**src/rtl/bat_pkg.sv**
```systemverilog
package bat_pkg;
    localparam int PA_W   = 32;
    localparam int OFF_W  = 17;
    localparam int BIDX_W = PA_W - OFF_W;
    localparam int MASK_W = 11;

    typedef enum logic [1:0] {
        SRC_REAL  = 2'd0,
        SRC_BLOCK = 2'd1,
        SRC_PAGE  = 2'd2,
        SRC_MISS  = 2'd3
    } xsrc_e;

    typedef struct packed {
        logic [BIDX_W-1:0] eblk;
        logic [MASK_W-1:0] len;
        logic [BIDX_W-1:0] pblk;
        logic              v_ins;
        logic              v_dat;
    } bat_ent_t;

    function automatic logic [BIDX_W-1:0] widen_mask(input logic [MASK_W-1:0] m);
        return {{(BIDX_W-MASK_W){1'b0}}, m};
    endfunction
endpackage

```
**src/rtl/bat_entry_file.sv**
```systemverilog
module bat_entry_file
    import bat_pkg::*;
#(
    parameter int NUM_ENT = 4,
    localparam int SEL_W = (NUM_ENT > 1) ? $clog2(NUM_ENT) : 1
) (
    input  logic                      clk,
    input  logic                      rst_n,
    input  logic                      wr_en,
    input  logic [SEL_W-1:0]          wr_sel,
    input  bat_ent_t                  wr_data,
    output bat_ent_t [NUM_ENT-1:0]    ents
);
    // One register per entry; reset clears only the valid bits' meaning by zeroing all.
    for (genvar g = 0; g < NUM_ENT; g++) begin : g_ent
        always_ff @(posedge clk or negedge rst_n) begin
            if (!rst_n) begin
                ents[g] <= '0;
            end else if (wr_en && (wr_sel == SEL_W'(g))) begin
                ents[g] <= wr_data;
            end
        end
    end
endmodule

```
**src/rtl/bat_match_unit.sv**
```systemverilog
module bat_match_unit
    import bat_pkg::*;
#(
    parameter int NUM_ENT = 4
) (
    input  bat_ent_t [NUM_ENT-1:0] ents,
    input  logic [BIDX_W-1:0]      ea_blk,
    input  logic                   is_instr,
    output logic [NUM_ENT-1:0]     hit_vec
);
    for (genvar g = 0; g < NUM_ENT; g++) begin : g_cmp
        logic [BIDX_W-1:0] care;
        logic              addr_eq;
        logic              kind_ok;
        assign care    = ~widen_mask(ents[g].len);
        assign addr_eq = (((ea_blk ^ ents[g].eblk) & care) == '0);
        assign kind_ok = is_instr ? ents[g].v_ins : ents[g].v_dat;
        assign hit_vec[g] = addr_eq && kind_ok;
    end
endmodule

```
**src/rtl/bat_prio_select.sv**
```systemverilog
module bat_prio_select
    import bat_pkg::*;
#(
    parameter int NUM_ENT = 4
) (
    input  bat_ent_t [NUM_ENT-1:0] ents,
    input  logic [NUM_ENT-1:0]     hit_vec,
    input  logic [BIDX_W-1:0]      ea_blk,
    output logic                   any_hit,
    output logic [BIDX_W-1:0]      blk_hi
);
    bat_ent_t          pick;
    logic [BIDX_W-1:0] wmask;

    // Scan from the top so the lowest matching index is the last one written.
    always_comb begin
        pick = '0;
        for (int i = NUM_ENT - 1; i >= 0; i--) begin
            if (hit_vec[i]) begin
                pick = ents[i];
            end
        end
    end

    assign any_hit = |hit_vec;
    assign wmask   = widen_mask(pick.len);
    assign blk_hi  = (pick.pblk & ~wmask) | (ea_blk & wmask);
endmodule

```
**src/rtl/bat_xlate.sv**
```systemverilog
module bat_xlate
    import bat_pkg::*;
#(
    parameter int NUM_ENT = 4,
    localparam int SEL_W = (NUM_ENT > 1) ? $clog2(NUM_ENT) : 1
) (
    input  logic              clk,
    input  logic              rst_n,
    input  logic              xlate_en,
    input  logic              acc_instr,
    input  logic [PA_W-1:0]   ea,
    input  logic [PA_W-1:0]   page_pa,
    input  logic              page_valid,
    input  logic              wr_en,
    input  logic [SEL_W-1:0]  wr_sel,
    input  logic [BIDX_W-1:0] wr_eblk,
    input  logic [MASK_W-1:0] wr_len,
    input  logic [BIDX_W-1:0] wr_pblk,
    input  logic              wr_v_ins,
    input  logic              wr_v_dat,
    output logic [PA_W-1:0]   pa_out,
    output logic              bat_hit,
    output logic [1:0]        src_out,
    output logic              miss
);
    bat_ent_t [NUM_ENT-1:0] ents;
    bat_ent_t               wr_data;
    logic [NUM_ENT-1:0]     hit_vec;
    logic                   any_hit;
    logic [BIDX_W-1:0]      blk_hi;
    logic [BIDX_W-1:0]      ea_blk;

    xsrc_e                  state_q, state_d;
    logic [PA_W-1:0]        pa_q, pa_d;

    assign ea_blk  = ea[PA_W-1:OFF_W];
    assign wr_data = '{eblk: wr_eblk, len: wr_len, pblk: wr_pblk,
                       v_ins: wr_v_ins, v_dat: wr_v_dat};

    bat_entry_file #(.NUM_ENT(NUM_ENT)) u_file (
        .clk     (clk),
        .rst_n   (rst_n),
        .wr_en   (wr_en),
        .wr_sel  (wr_sel),
        .wr_data (wr_data),
        .ents    (ents)
    );

    bat_match_unit #(.NUM_ENT(NUM_ENT)) u_match (
        .ents     (ents),
        .ea_blk   (ea_blk),
        .is_instr (acc_instr),
        .hit_vec  (hit_vec)
    );

    bat_prio_select #(.NUM_ENT(NUM_ENT)) u_prio (
        .ents    (ents),
        .hit_vec (hit_vec),
        .ea_blk  (ea_blk),
        .any_hit (any_hit),
        .blk_hi  (blk_hi)
    );

    // Next result state: every state is reachable from every state.
    always_comb begin
        if (!xlate_en) begin
            state_d = SRC_REAL;
        end else if (any_hit) begin
            state_d = SRC_BLOCK;
        end else if (page_valid) begin
            state_d = SRC_PAGE;
        end else begin
            state_d = SRC_MISS;
        end
    end

    always_comb begin
        unique case (state_d)
            SRC_REAL:  pa_d = ea;
            SRC_BLOCK: pa_d = {blk_hi, ea[OFF_W-1:0]};
            SRC_PAGE:  pa_d = page_pa;
            SRC_MISS:  pa_d = '0;
            default:   pa_d = '0;
        endcase
    end

    // State register.
    always_ff @(posedge clk or negedge rst_n) begin
        if (!rst_n) begin
            state_q <= SRC_REAL;
            pa_q    <= '0;
        end else begin
            state_q <= state_d;
            pa_q    <= pa_d;
        end
    end

    // Outputs decoded from the registered state.
    always_comb begin
        pa_out  = pa_q;
        src_out = state_q;
        bat_hit = 1'b0;
        miss    = 1'b0;
        unique case (state_q)
            SRC_REAL:  ;
            SRC_BLOCK: bat_hit = 1'b1;
            SRC_PAGE:  ;
            SRC_MISS:  miss = 1'b1;
            default:   ;
        endcase
    end
endmodule

```
**config.mk**
```make
export PLATFORM = sky130hd
export DESIGN_NAME = bat_xlate
export DESIGN_NICKNAME = d
export VERILOG_FILES = /design/src/rtl/bat_pkg.sv /design/src/rtl/bat_entry_file.sv /design/src/rtl/bat_match_unit.sv /design/src/rtl/bat_prio_select.sv /design/src/rtl/bat_xlate.sv
export SDC_FILE = /design/constraint.sdc
export NUM_CORES = 1
export LEC_CHECK = 0
export CORE_UTILIZATION = 57
export CTS_BUF_LIST = sky130_fd_sc_hd__clkbuf_8 sky130_fd_sc_hd__clkbuf_16
export DETAILED_ROUTE_END_ITERATION = 10
export PLACE_DENSITY_LB_ADDON = 0.15
export SLEW_MARGIN = 40
export SYNTH_ARGS = -nofsm -noshare
export SYNTH_HDL_FRONTEND = slang
export SYNTH_SLANG_ARGS = --single-unit
```
**constraint.sdc**
```tcl
create_clock -name clk -period 3.8 [get_ports clk]
set_input_delay 1.14 -clock clk [delete_from_list [all_inputs] [get_ports clk]]
set_output_delay 1.14 -clock clk [all_outputs]
set_load 0.01 [all_outputs]
```
==> impl_metrics.tcl, run 1 <==
set metrics [dict create \
    cp.required_ns 4.17 \
    viasPerCell 6.10 \
    holdBufCountCts 0 \
    path_delay_family "buffers and inverters" \
    overflow 0 \
    power_mw 6.08 \
    hold_class "flip-flop to flip-flop" \
    multiInputGateArea_sq_um 4410 \
    synth_top_cell_area_share_pct 52.0 \
    power-per-cell-area_nw_per_um2 485 \
    criticalPathCategory "input pin to flip-flop" \
    yosysSeqAreaShare_pct 52.0 \
    max_slew_margin_pct 51.9 \
    arrival_ns 3.80 \
    synth_nets 937 \
    p_seq_share_pct 46.7 \
    cts.path.max_buffers 3 \
    drv_cap 0 \
    cts_buffers 22 \
    finalCritPeriodShare_pct 90.4 \
    crit_fanout 17 \
    route.detailed.drc 0 \
    place_inst 1181 \
    sw_frac_of_total_pct 27.3 \
    drt_iter0_markers 654 \
    async_flop_share_pct 100 \
    synth.largest_area_cell "dfrtp_1" \
    yosysMostFrequentCell "dfrtp_1" \
    synth_flop_cell "dfrtp_1" \
    pin_count 151 \
    grtUsageTotal_pct 32.0 \
    cts_setup_buffers 0 \
    rsz0062_at_grt "false" \
    antenna_found_initial 0 \
    tightestPinTransition_ns 0.721 \
    status "finished clean" \
    path_buf_inv 3 \
    die_h_um 134 \
    start_util_pct 59.1 \
    worstSkewPairLatency_ns 0.50 \
    avgSynthCellArea_sq_um 12.1 \
    cts_resized 0 \
    grt_pass1_vias 7934 \
    crit_slowest_cell "clkdlybuf4s50_1" \
    post-dp-hpwl_mm 19.2 \
    grt_max_degree 83 \
    hold_slack_ns 0.507 \
    cts.htree.levels 1 \
    die-area_sq_um 17900 \
    synth_cell_types 54 \
    routabilityCongestion 0.893 \
    skew_ns 0.00780 \
    slew_violations 0 \
    area_growth_pct 26.7 \
    path_clk_slew_ns 0.06 \
    synth_seq_cells 206 \
    synth_top_cells_by_count "dfrtp_1, mux2_2, nand2_1" \
    fmax_mhz 291 \
    dr_total_vias 7439 \
    fin_cells 1220 \
    synth_cells 822 \
    synth_edf_count 0 \
    setup_violations 0 \
    grt_first_pass_wirelength_mm 44.2 \
    crit_path_cell_trace "clkdlybuf4s50_1 -> xnor2_1 -> o22ai_1 -> or4_1 -> buf_4 -> nor2_1 -> buf_4 -> o211ai_1 -> a22oi_1 -> o211ai_1" \
    crit_path_max_incr_delay_ns 0.57 \
    post_route_cells_drive_above_1_share_pct 27.9 \
    leakage_nw 5.10 \
    cts_tree "done" \
    ys_warn_count 0 \
    start_kind "input pin" \
    clkSinkCount 206 \
    ys_top_cells_by_area "dfrtp_1, mux2_2, xnor2_1" \
    switching_power_mw 1.66 \
    final-seq-area_sq_um 5150 \
    antenna_left 0 \
    drt_first_pass_iters 5 \
    dieWidth_um 134 \
    p_comb_share_pct 19.6 \
    p_clk_share_pct 33.7 \
    coreArea_sq_um 16800 \
    peakVddDrop_mv 0.381 \
    synth_area_sq_um 9910 \
    wl_per_cell_um 22.5 \
    fill_cells 1123 \
    period_minus_slack_ns 3.43 \
    wl_mm 27.4 \
    fin_nets 1100 \
    hold_viol 0 \
    n_antenna_cell 0 \
    placementRows 47 \
    p_int_mw 4.43 \
    port_buffers 150 \
    clockRootBuffer "clkbuf_16" \
    critPathCaptureType "flip-flop" \
    finalSetupTns_ns 0 \
]
==> flip-flops by register name, indices dropped and copies added (netlist names) <==
signal       cells
src_out          2
u_file.ents    172
pa_out          32
==> power groups by stage <==
stage          registers (mW)  clock network [mW]  logic (mW)
3_3_place_gp             2.84                   0        1.14
3_5_place_dp             2.87                   0        1.18
4_1_cts                  2.84                2.07        1.19
5_1_grt                  2.88                2.16        1.28
2_1_floorplan            2.78                   0       0.704
6_report                 2.84                2.05        1.19
==> cell families after synthesis <==
kind of cell	count (synthesis)	share of synthesized area (%)
AOI/OAI and AO/OA	144	11.0
DFF	206	52.0
xor gates and xnor gates	60	5.38
and+or+nand+nor	161	8.13
buffers and inverters	78	3.84
muxes	173	19.6
==> through the flow <==
| stage | util, % | instance area [sq um] | setup slack [ns] |
|---|---|---|---|
| floorplan | - | 9910 | 0.629 |
| global placement | 70.7 | 11900 | -0.0760 |
| detailed placement | 70.7 | 11900 | -0.126 |
| CTS | 74.9 | 12600 | 0.382 |
| global route | 74.9 | 12600 | 0.287 |
| finish | 74.9 | 12600 | 0.365 |
==> routing by layer <==
metal / up-vias / global-route usage, % / part of all wire, % / routed length, um
met5: - / 0 / 0 / 0
met4: 0 / 11.1 / 3.3 / 907
met3: 63 / 3.97 / 6.1 / 1660
met2: 312 / 53.1 / 48 / 13200
met1: 3748 / 43.7 / 43 / 11700
li1: 3316 / - / - / -
==> worst paths after layout <==
path                                  start          endpoint  slack [ns]  depth (start not counted)
max in group asynchronous             rst_n   u_file.ents[75]        2.21                          2
setup reg to reg           u_file.ents[120]        pa_out[24]        1.27                          9
hold reg to reg            u_file.ents[130]  u_file.ents[130]        0.51                          1
min in group asynchronous             rst_n   u_file.ents[98]        0.67                          1
hold / removal             u_file.ents[130]  u_file.ents[130]        0.51                          1
setup / recovery                     ea[23]        pa_out[24]        0.37                         10
==> layout make-up <==
cell class	count	share of cell area, %
well taps	220	2.19
multi-input cells	538	35.1
clock inverters	10	0.349
clock buffers	29	5.24
repair buffers	204	15.6
inverters	13	0.389
flip-flops and latches	206	41.1
==> worst register-to-register path, delay by kind of cell (launching register included) <==
| family | cells | cell delay [ns] |
|---|---|---|
| buffers and inverters | 2 | 0.37 |
| AO/OA/AOI/OAI | 4 | 0.69 |
| XOR/XNOR | 1 | 0.20 |
| AND/OR/NAND/NOR | 2 | 0.73 |
| flip-flops | 1 | 0.40 |
==> layout by cell type (no fill, tap or decap), drive strengths merged, types with 5 or more instances in the layout <==
cell,count
xnor2,58
a311oi,9
o21ai,30
and2,7
a211o,5
clkinv,5
nor2,12
inv,18
a22oi,6
or2,6
mux2,170
clkdlybuf4s50,149
o211ai,14
a21oi,8
o2111ai,21
a31o,6
a311o,7
dfrtp,206
o22ai,19
nand3,33
nand2,61
or4,5
nor3,20
clkbuf,30
buf,54
(Power assumes the default switching activity.)
==> inputs of run 2 (changes only) <==
CELL_PAD_IN_SITES_DETAIL_PLACEMENT = 0   (was not set)
CELL_PAD_IN_SITES_GLOBAL_PLACEMENT = 1   (was not set)
CORE_UTILIZATION = 47   (was 57)
SYNTH_HIERARCHICAL = 1   (was not set)
==> impl_metrics.tcl, run 2 <==
set metrics [dict create \
    die_h_um 146 \
    yosysMostFrequentCell "dfrtp_1" \
    yosysSeqAreaShare_pct 52.6 \
    die-area_sq_um 21400 \
    power-per-cell-area_nw_per_um2 483 \
    routabilityCongestion 0.880 \
    max_slew_margin_pct 55.0 \
    synth_seq_cells 206 \
    clkSinkCount 206 \
    clockRootBuffer "clkbuf_16" \
    wl_per_cell_um 20.8 \
    overflow 0 \
    synth_edf_count 0 \
    placementRows 52 \
    grt_use_met1_pct 33.9 \
    crit_fanout 13 \
    layout_common_cells "dfrtp_1, mux2_2, clkdlybuf4s50_1" \
    area_growth_pct 29.3 \
    power_mw 6.13 \
    synth_area_sq_um 9800 \
    cp.required_ns 4.16 \
    cts.htree.levels 1 \
    cts.path.max_buffers 3 \
    setup_violations 0 \
    synth_top_family_by_area "multiplexers" \
    n_antenna_cell 0 \
    finalCritPeriodShare_pct 94.9 \
    drt_first_pass_iters 4 \
    hold_class "input pin to async pin" \
    worstSkewPairLatency_ns 0.50 \
    critPathCaptureType "flip-flop" \
    pin_count 151 \
    synth_top_cells_by_count "dfrtp_1, mux2_2, xnor2_1" \
    grt_max_degree 111 \
    synth-simple-area-share_pct 5.16 \
    gr-usage-met2_pct 40.5 \
    path_delay_family "buffers and inverters" \
    fin_nets 1051 \
    crit_path_cell_trace "clkdlybuf4s50_1 -> buf_4 -> xnor2_1 -> o211ai_1 -> or3_1 -> nor4_2 -> buf_4 -> inv_2 -> buf_12 -> o22ai_1 -> a21oi_2 -> mux2_2 -> nand2_1 -> a31oi_1" \
    synth_compound_area_share_pct 9.41 \
    finish.utilization_pct 62.2 \
    final_common_cell "dfrtp_1" \
    synthMuxAreaShare_pct 23.1 \
    largest_reg_flops 172 \
    fmax_mhz 277 \
    synth_xor_xnor_area_share_pct 5.36 \
    coreArea_sq_um 20400 \
    avgSynthCellArea_sq_um 12.9 \
    cts_buffers 24 \
    tightestPinTransition_ns 0.674 \
    slew_violations 0 \
    async_flop_share_pct 100 \
    skew_ns 0.00784 \
    grt_first_pass_wirelength_mm 40.7 \
    antenna_left 0 \
    synth_top_cell_area_share_pct 52.6 \
    synth_flop_cell "dfrtp_1" \
    start_kind "input pin" \
    viasPerCell 5.47 \
    period_minus_slack_ns 3.61 \
    post-dp-hpwl_mm 17.9 \
    dieWidth_um 146 \
    peakVddDrop_mv 0.411 \
    cts_tree "done" \
    synth_nets 873 \
    drv_cap 0 \
    top_register "u_file/ents" \
    grt_use_met3_pct 4.22 \
    path_buf_inv 5 \
    synth.largest_area_cell "dfrtp_1" \
    antenna_found_initial 0 \
    cts_setup_buffers 0 \
    final-seq-area_sq_um 5150 \
    leakage_nw 5.27 \
    crit_path_frequent_cell "buf_4" \
    multiInputGateArea_sq_um 4240 \
    synth_cell_types 41 \
    synthAdderAreaFrac_pct 0 \
    ys_warn_count 6 \
    rsz0062_at_grt "false" \
    crit_path_max_incr_delay_ns 0.47 \
    status "finished clean" \
    wl_mm 25.5 \
    grtUsageTotal_pct 24.5 \
    grt_busiest_layer "met2" \
    route.detailed.drc 0 \
    drt_iter0_markers 394 \
    start_util_pct 48.1 \
    post_route_cells_drive_above_1_share_pct 32.8 \
    dr_total_vias 6681 \
    fill_cells 1584 \
    synth_cells 758 \
    arrival_ns 3.97 \
    grt_pass1_vias 7138 \
    criticalPathCategory "input pin to flip-flop" \
    ys_top_cells_by_area "dfrtp_1, mux2_2, xnor2_1" \
    hold_slack_ns 0.497 \
    path_clk_slew_ns 0.05 \
    crit_slowest_cell "clkdlybuf4s50_1" \
    hold_viol 0 \
    port_buffers 150 \
]
-- run 2: cells by family after synthesis --
| group | Yosys count |
|---|---|
| compound gates | 124 |
| simple gates | 92 |
| mux | 200 |
| buf+inv | 76 |
| xor+xnor | 60 |
| flops | 206 |
-- run 2: report_power, final --
| group | internal (mW) | switching (mW) | total [mW] |
|---|---|---|---|
| registers | 2.57 | 0.263 | 2.84 |
| logic | 0.635 | 0.423 | 1.06 |
| clock network | 1.37 | 0.866 | 2.23 |
-- run 2: layout make-up --
class                           count  share of cell area [%]
Tap cell                          270                    2.67
Clock buffer                       31                    5.59
Timing Repair Buffer              208                    16.4
Clock inverter                     11                   0.582
Inverter                           20                   0.592
Sequential cell                   206                    40.7
Multi-Input combinational cell    476                    33.5
-- run 2: stage by stage --
| stage | setup TNS [ns] | setup WS (ns) | instances | instance area (sq um) |
|---|---|---|---|---|
| after floorplan | 0 | 0.432 | 758 | 9800 |
| after global placement | -11.05 | -0.459 | 1179 | 11800 |
| after detailed placement | -7.02 | -0.499 | 1179 | 11900 |
| after CTS | 0 | 0.00879 | 1221 | 12600 |
| after global routing | 0 | 0.0233 | 1222 | 12700 |
| final | 0 | 0.195 | 1222 | 12700 |
-- run 2: metal layers --
layer,vias to the layer above,wire length (um)
met2,214,12100
met5,-,0
met1,3361,11100
li1,3067,-
met3,39,1710
met4,0,533
-- run 2: worst paths after layout --
kind / endpoint / from / depth (start not counted) / slack [ns]
min in group clk: u_file/ents[130] / u_file/ents[130] / 1 / 0.50
max in group asynchronous: u_file/ents[23] / rst_n / 3 / 2.25
worst min register to register: u_file/ents[130] / u_file/ents[130] / 1 / 0.50
worst max-delay path: pa_out[27] / ea[30] / 14 / 0.19
worst min-delay path: u_file/ents[7] / rst_n / 1 / 0.50
worst max register to register: pa_out[18] / u_file/ents[169] / 11 / 0.96
-- run 2: repair_timing --
action / 4_1_cts / 5_1_grt
endpoints found under the setup margin: 0 / 8
endpoints found under the hold margin: 0 / 0
gates resized for setup: 0 / 4
hold buffers: 0 / 0
==> inputs of run 3 (changes only) <==
CORE_MARGIN = 2   (was not set)
==> impl_metrics.tcl, run 3 (synthesis gave the netlist of run 2 again) <==
set metrics [dict create \
    dieWidth_um 148 \
    coreArea_sq_um 20400 \
    rsz0062_at_grt "false" \
    pin_count 151 \
    dr_total_vias 6780 \
    wl_per_cell_um 21.3 \
    drv_cap 0 \
    grtUsageTotal_pct 23.9 \
    slew_violations 0 \
    clockRootBuffer "clkbuf_16" \
    tightestPinTransition_ns 0.713 \
    power-per-cell-area_nw_per_um2 481 \
    max_slew_margin_pct 52.4 \
    cts_tree "done" \
    cts_buffers 23 \
    antenna_found_initial 0 \
    start_util_pct 48.1 \
    wl_mm 26.1 \
    finalCritPeriodShare_pct 97.1 \
    placementRows 52 \
    layout_common_cells "dfrtp_1, mux2_2, clkdlybuf4s50_1" \
    clkSinkCount 206 \
    setup_violations 0 \
    port_buffers 150 \
    leakage_nw 5.23 \
    antenna_left 0 \
    post_route_cells_drive_above_1_share_pct 32.6 \
    place_inst 1183 \
    overflow 0 \
    status "finished clean" \
    grt_max_degree 89 \
    fmax_mhz 271 \
    die-area_sq_um 22000 \
    drt_first_pass_iters 4 \
    dpl_cell_area_sq_um 11900 \
    hold_class "flip-flop to flip-flop" \
    route.detailed.drc 0 \
    n_antenna_cell 0 \
    skew_ns 0.0129 \
    fin_nets 1053 \
    period_minus_slack_ns 3.69 \
    routabilityCongestion 0.872 \
    viasPerCell 5.55 \
    place_ws_ns -0.449 \
    largest_reg_flops 172 \
    fin_ws_ns 0.109 \
    hold_slack_ns 0.493 \
    final_cell_area_sq_um 12600 \
    cp.required_ns 4.17 \
    top_register "u_file/ents" \
    path_clk_slew_ns 0.06 \
    die_h_um 148 \
    worstSkewPairLatency_ns 0.51 \
    critPathCaptureType "flip-flop" \
    drt_iter0_markers 424 \
    fill_cells 1580 \
    start_kind "input pin" \
    fin_cells 1222 \
    grt_pass1_vias 7255 \
    hold_viol 0 \
    area_growth_pct 28.6 \
    grt_first_pass_wirelength_mm 41.0 \
    final_common_cell "dfrtp_1" \
    arrival_ns 4.06 \
    peakVddDrop_mv 0.313 \
    cts.path.max_buffers 3 \
    criticalPathCategory "input pin to flip-flop" \
    cts.htree.levels 1 \
    holdBufCountCts 0 \
    crit_fanout 13 \
    post-dp-hpwl_mm 18.2 \
]
-- run 3: cell count changes in the layout (fill, tap and decap cells not counted) --
| cell | change |
|---|---|
| buf_12 | -1 |
| buf_16 | -1 |
| buf_4 | +5 |
| buf_8 | -1 |
| bufinv_16 | +1 |
| clkbuf_16 | -2 |
| clkbuf_8 | -2 |
| clkdlybuf4s50_1 | +2 |
| clkinv_2 | -3 |
| dlymetal6s2s_1 | -2 |
| inv_1 | +2 |
| inv_6 | +2 |
-- run 3: what timing repair did --
| item | CTS | global route |
|---|---|---|
| setup buffers | 0 | 0 |
| resized for setup | 0 | 2 |
| endpoints found under the setup margin | 0 | 4 |
-- run 3: worst max-delay path, cell delays in order --
cell             delay (ns)
clkdlybuf4s50_1        0.57
xnor2_1                0.27
o2111ai_1              0.21
or3_1                  0.44
nor4_2                 0.19
buf_4                  0.18
inv_2                  0.15
buf_12                 0.19
o22ai_2                0.21
a21oi_2                0.07
mux2_4                 0.30
nand2_1                0.06
a31oi_1                0.07
-- run 3: routing by layer --
metal | part of all wire, % | global-route usage, % | vias up | routed length, um
met5 | 0 | 0 | - | 0
met4 | 2.4 | 6.38 | 0 | 615
met2 | 47 | 39.1 | 249 | 12200
li1 | - | - | 3075 | -
met1 | 44 | 33.3 | 3409 | 11600
met3 | 6.5 | 4.11 | 47 | 1700
-- run 3: report_power, final --
part	switching, mW	total (mW)	internal (mW)
combinational	0.422	1.06	0.639
sequential	0.273	2.84	2.57
clock	0.869	2.16	1.29
total	1.56	6.06	4.50
-- run 3: layout make-up --
type | count | area (sq um) | share of cell area (%)
clock buffer | 26 | 617 | 4.89
clock inverter | 13 | 114 | 0.903
inverter | 20 | 75.1 | 0.595
multi-input combinational | 476 | 4240 | 33.7
sequential | 206 | 5150 | 40.9
tap | 270 | 338 | 2.68
timing repair buffer | 211 | 2070 | 16.4
-- run 3: worst paths after layout --
check | from | endpoint | slack, ns | depth (start not counted)
setup / recovery | ea[29] | pa_out[26] | 0.11 | 13
hold / removal | u_file/ents[6] | u_file/ents[6] | 0.49 | 1
setup reg to reg | u_file/ents[40] | pa_out[26] | 1.01 | 12
hold reg to reg | u_file/ents[6] | u_file/ents[6] | 0.49 | 1
max in group asynchronous | rst_n | u_file/ents[168] | 2.19 | 2
min in group asynchronous | rst_n | u_file/ents[52] | 0.70 | 1
-- run 3: per-stage QoR --
step	setup TNS (ns)	total power, mW	utilization, %
after floorplan	0	3.44	-
after detailed placement	-6.49	3.94	58.3
after global routing	0	6.33	61.9
after global placement	-11.35	3.89	58.3
final	0	6.06	61.9
after CTS	0	6.11	61.9
